### src/rtl/irq_evt_pkg.sv
// Package: shared sizes for the interrupt enable/status register.
// Assumes the source count is smaller than the register width.
package irq_evt_pkg;
    localparam int REG_W_DEF  = 8;
    localparam int NSRC_DEF   = 6;
    localparam int SYNC_DEF   = 2;
endpackage

### src/rtl/irq_evt_sync.sv
// Module: brings asynchronous source lines into the clock domain through a
// flop chain and flags a one-cycle pulse on each synchronised rising edge.
// Assumes each source level is held for at least STAGES+1 cycles.
module irq_evt_sync #(
    parameter int NSRC   = 6,
    parameter int STAGES = 2
) (
    input  logic            clk,
    input  logic            rst_n,
    input  logic [NSRC-1:0] src_in,
    output logic [NSRC-1:0] rise
);
    localparam int LAST = STAGES - 1;

    logic [NSRC-1:0] stg [STAGES];
    logic [NSRC-1:0] prev_q;

    // Shift the source lines through the synchroniser chain.
    always_ff @(posedge clk) begin
        if (!rst_n) begin
            for (int k = 0; k < STAGES; k++) stg[k] <= '0;
        end else begin
            stg[0] <= src_in;
            for (int k = 1; k < STAGES; k++) stg[k] <= stg[k-1];
        end
    end

    // Keep the previous synchronised level for edge detection.
    always_ff @(posedge clk) begin
        if (!rst_n) prev_q <= '0;
        else        prev_q <= stg[LAST];
    end

    // Rising edge is new high level against the stored previous level.
    always_comb rise = stg[LAST] & ~prev_q;
endmodule

### src/rtl/irq_evt_pend.sv
// Module: holds the enable mask and the pending bits. A write replaces the
// mask. A pending bit survives or is set only while its source is enabled
// by the mask in force after the current cycle.
// Assumes wr_stb is a single-cycle synchronous strobe.
module irq_evt_pend #(
    parameter int NSRC = 6
) (
    input  logic            clk,
    input  logic            rst_n,
    input  logic            wr_stb,
    input  logic [NSRC-1:0] wr_mask,
    input  logic [NSRC-1:0] rise,
    output logic [NSRC-1:0] en_q,
    output logic [NSRC-1:0] pend_q
);
    logic [NSRC-1:0] en_nxt;

    // Choose the mask in force from the next cycle.
    always_comb en_nxt = wr_stb ? wr_mask : en_q;

    // Register the enable mask.
    always_ff @(posedge clk) begin
        if (!rst_n) en_q <= '0;
        else        en_q <= en_nxt;
    end

    // Per source: capture edges and clear on disable.
    for (genvar i = 0; i < NSRC; i++) begin : g_bit
        always_ff @(posedge clk) begin
            if (!rst_n) pend_q[i] <= 1'b0;
            else        pend_q[i] <= en_nxt[i] & (pend_q[i] | rise[i]);
        end
    end
endmodule

### src/rtl/irq_evt_reg.sv
// Module: top of the interrupt enable/status register. Write = enable
// mask, read = pending bits, irq = OR of pending bits.
// Assumes sel/wr/wdata are synchronous and a decoder upstream drives sel.
module irq_evt_reg
    import irq_evt_pkg::*;
#(
    parameter int REG_W       = REG_W_DEF,
    parameter int NSRC        = NSRC_DEF,
    parameter int SYNC_STAGES = SYNC_DEF
) (
    input  logic             clk,
    input  logic             rst_n,
    input  logic             sel,
    input  logic             wr,
    input  logic [REG_W-1:0] wdata,
    output logic [REG_W-1:0] rdata,
    input  logic [NSRC-1:0]  src_in,
    output logic             irq
);
    logic            wr_stb;
    logic            rd_stb;
    logic [NSRC-1:0] rise;
    logic [NSRC-1:0] en_q;
    logic [NSRC-1:0] pend_q;

    // Decode the access strobes.
    always_comb begin
        wr_stb = sel & wr;
        rd_stb = sel & ~wr;
    end

    irq_evt_sync #(.NSRC(NSRC), .STAGES(SYNC_STAGES)) u_sync (
        .clk    (clk),
        .rst_n  (rst_n),
        .src_in (src_in),
        .rise   (rise)
    );

    irq_evt_pend #(.NSRC(NSRC)) u_pend (
        .clk     (clk),
        .rst_n   (rst_n),
        .wr_stb  (wr_stb),
        .wr_mask (wdata[NSRC-1:0]),
        .rise    (rise),
        .en_q    (en_q),
        .pend_q  (pend_q)
    );

    // Return pending bits zero-extended on a read, zero otherwise.
    always_comb rdata = rd_stb ? REG_W'(pend_q) : '0;

    // Level request while anything is pending.
    always_comb irq = |pend_q;
endmodule

### config.mk
export PLATFORM = sky130hd
export DESIGN_NAME = irq_evt_reg
export DESIGN_NICKNAME = d
export VERILOG_FILES = /design/src/rtl/irq_evt_pkg.sv /design/src/rtl/irq_evt_sync.sv /design/src/rtl/irq_evt_pend.sv /design/src/rtl/irq_evt_reg.sv
export SDC_FILE = /design/constraint.sdc
export NUM_CORES = 1
export LEC_CHECK = 0
export BUFFER_PORTS_ARGS = -buffer_cell sky130_fd_sc_hd__buf_4
export CAP_MARGIN = 25
export CORE_MARGIN = 2
export CORE_UTILIZATION = 45
export DETAILED_ROUTE_END_ITERATION = 7
export PLACE_DENSITY = 0.72
export SLEW_MARGIN = 20
export SYNTH_ARGS = -nofsm -noshare
export SYNTH_HDL_FRONTEND = slang
export SYNTH_SLANG_ARGS = --single-unit
### constraint.sdc
create_clock -name clk -period 0.8 [get_ports clk]
set_input_delay 0.04 -clock clk [delete_from_list [all_inputs] [get_ports clk]]
set_output_delay 0.04 -clock clk [all_outputs]
set_load 0.005 [all_outputs]
==> metrics.cfg <==
[cts]
clockBufferDepth=2
cts_root_buffer=clkbuf_4
cts_tree=built
clk_pin_slew_ns=0.09
htreeDepth=2
clock_sinks=30
clock_latency_ns=0.31
numCtsBuffers=5

[setup_path]
cp.required_ns=0.76
startpoint_type=register
r2r_cells=3
rr_endpoint=u_pend.pend_q[0]
rr_startpoint=u_pend.pend_q[0]
cp-startpoint=u_pend.pend_q[1]
crit_fanout=2
worstPathArrival_ns=1.11
r2r_setup_slack_ns=-0.06
end_kind=output port
critical_path_class=register to output port

[final_layout]
finalNetCount=148
fin_util=0.6571
fin_area_sq_mm=0.001468
area_delta_synth_final_pct=37.19
insertedDiodeCount=0
fillers=173
drive_gt1_frac=0.4275

[synth]
ys_seq_area_frac=0.5614
synth-seq-cells=30
yosysUniqueCellTypes=17
synth-warning-count=0
synthCells=96
synth_area_per_cell_sq_um=11.14
synthesis.area_sq_mm=0.001070

[job]
cap_violations=0

[placed_design]
postPlaceCellArea_sq_mm=0.001251
port_buffers=22
place_congestion=0.6820

[global_routing]
grt_use_total=0.1601
grt_pass1_wl_mm=3.070
grt_max_degree=31
antenna_found_initial=0
grt_pass1_vias=731
grt_overflow=0
met2_usage=0.2646
grt_busiest_layer=met2
use_met3=0.07714
met1_usage=0.1690

[detailed_routing]
drt_wl_total_mm=1.793
antenna_left=0
drc=0
drt_pass1_iterations=4
drt-initial-drc-count=5
avgViaCountPerCell=4.899
avgRoutedWirePerCell_um=11.28
vias=779

[floorplan]
num_rows=17
ios=27
fp.coreArea_sq_mm=0.002233
dieArea_sq_mm=0.002783
die_h_um=52.76
die_x_um=52.76
start_util=0.4790

[pwr]
irDropWorstVdd_uv=1365
total_power_uw=2672
power_density_mw_per_mm2=1821
leakagePower_uw=0.0006923

[sta]
fin_tns_setup_ns=-1.573
final_max_slew_viol_count=0
rsz0062_at_grt=true
worst_hold_slack_ns=0.08215
fin_worst_skew_ns=0.007990
post-route-min-period_ns=1.151
setup_ws_ns=-0.3509
timing.final.crit_share=1.439
setup_viol=10
hold_viol=0
fmax_mhz=868.9

[hold_path]
hp-start=rst_n
hold_path.class=primary input to register
hold_depth=2
min_to=u_pend.en_q[4]

[run_status]
violations=setup timing
outcome=complete, but fails checks

==> worst max-delay path by stage <==
| stage | to | slack, ns |
|---|---|---|
| after global routing | irq | -0.41 |
| after global placement | irq | -0.01 |
| final | irq | -0.35 |
| after CTS | irq | -0.36 |
| after detailed placement | irq | -0.01 |
| after floorplan | u_pend.pend_q[0] | 0.04 |
==> final cells by class <==
class,count,area (sq um),area share
clock buffer,7,55.05,0.03751
multi-input combinational,60,478.0,0.3257
tap,28,35.03,0.02387
clock inverter,1,5.005,0.003410
sequential,30,609.3,0.4152
timing repair buffer,33,285.3,0.1944
==> flip-flops by register name, summed over array words and instances (netlist names) <==
| register | flops |
|---|---|
| u_sync.stg | 12 |
| u_pend.en_q | 6 |
| u_sync.prev_q | 6 |
| u_pend.pend_q | 6 |
==> worst max-delay path, stage by stage, from the launching register on <==
cell and delay, ns:
dfxtp_2 0.33, nor4_2 0.26, nand2_1 0.09, buf_4 0.14
==> cell usage in the layout (no fill, tap or decap), drive strengths merged <==
cell type and n:
dfxtp 30, buf 27, and2 24, nor2b 7, clkbuf 7, o21a 6, dlygate4sd3 6, a21boi 6
and3 6, o221a 6, conb 2, nor2 1, nor4 1, nand2 1, clkinv 1
==> per-stage QoR <==
step	cells	worst slack, ns
finish	159	-0.3509
floorplan	97	0.03542
CTS	159	-0.3611
global route	159	-0.4136
global placement	143	-0.01103
detailed placement	143	-0.009846
==> cell families (layout without fill, tap and decap cells) <==
logic type | after synthesis | count (layout) | share of synthesized area
DFF | 30 | 30 | 0.5614
other | 1 | 2 | 0.003505
buffers and inverters | 7 | 41 | 0.04210
and+or+nand+nor | 40 | 40 | 0.2456
AOI/OAI and AO/OA | 18 | 18 | 0.1474
==> repair_timing <==
item,in CTS,in global routing
buffers inserted,2,0
gates resized for setup,12,12
pin swaps,1,2
hold endpoints to repair,6,0
setup endpoints to repair,10,13
hold buffers,6,0
==> metal layers <==
layer  routed length, um  vias up
li1                    -      390
met1                 769      355
met2                 882       28
met3                  97        6
met4                  42        0
met5                   0        -
==> Yosys cell counts, drive strengths merged <==
cell type / count / area, sq um
nor4: 1 / 6.260
o21a: 6 / 45.04
nor2b: 7 / 46.30
conb: 1 / 3.750
clkbuf: 3 / 11.26
and3: 6 / 52.55
and2: 24 / 150.1
nor2: 1 / 3.750
buf: 4 / 33.78
a21boi: 6 / 45.04
nand2: 1 / 3.750
dfxtp: 30 / 600.6
o221a: 6 / 67.56
==> power by group <==
part | leakage (uW) | internal [uW] | switching [uW]
sequential | 0.000249 | 1550 | 14.0
clock | 0.0000353 | 425 | 459
combinational | 0.000408 | 137 | 91.3
No activity file was read; power rests on OpenSTA's default activity.
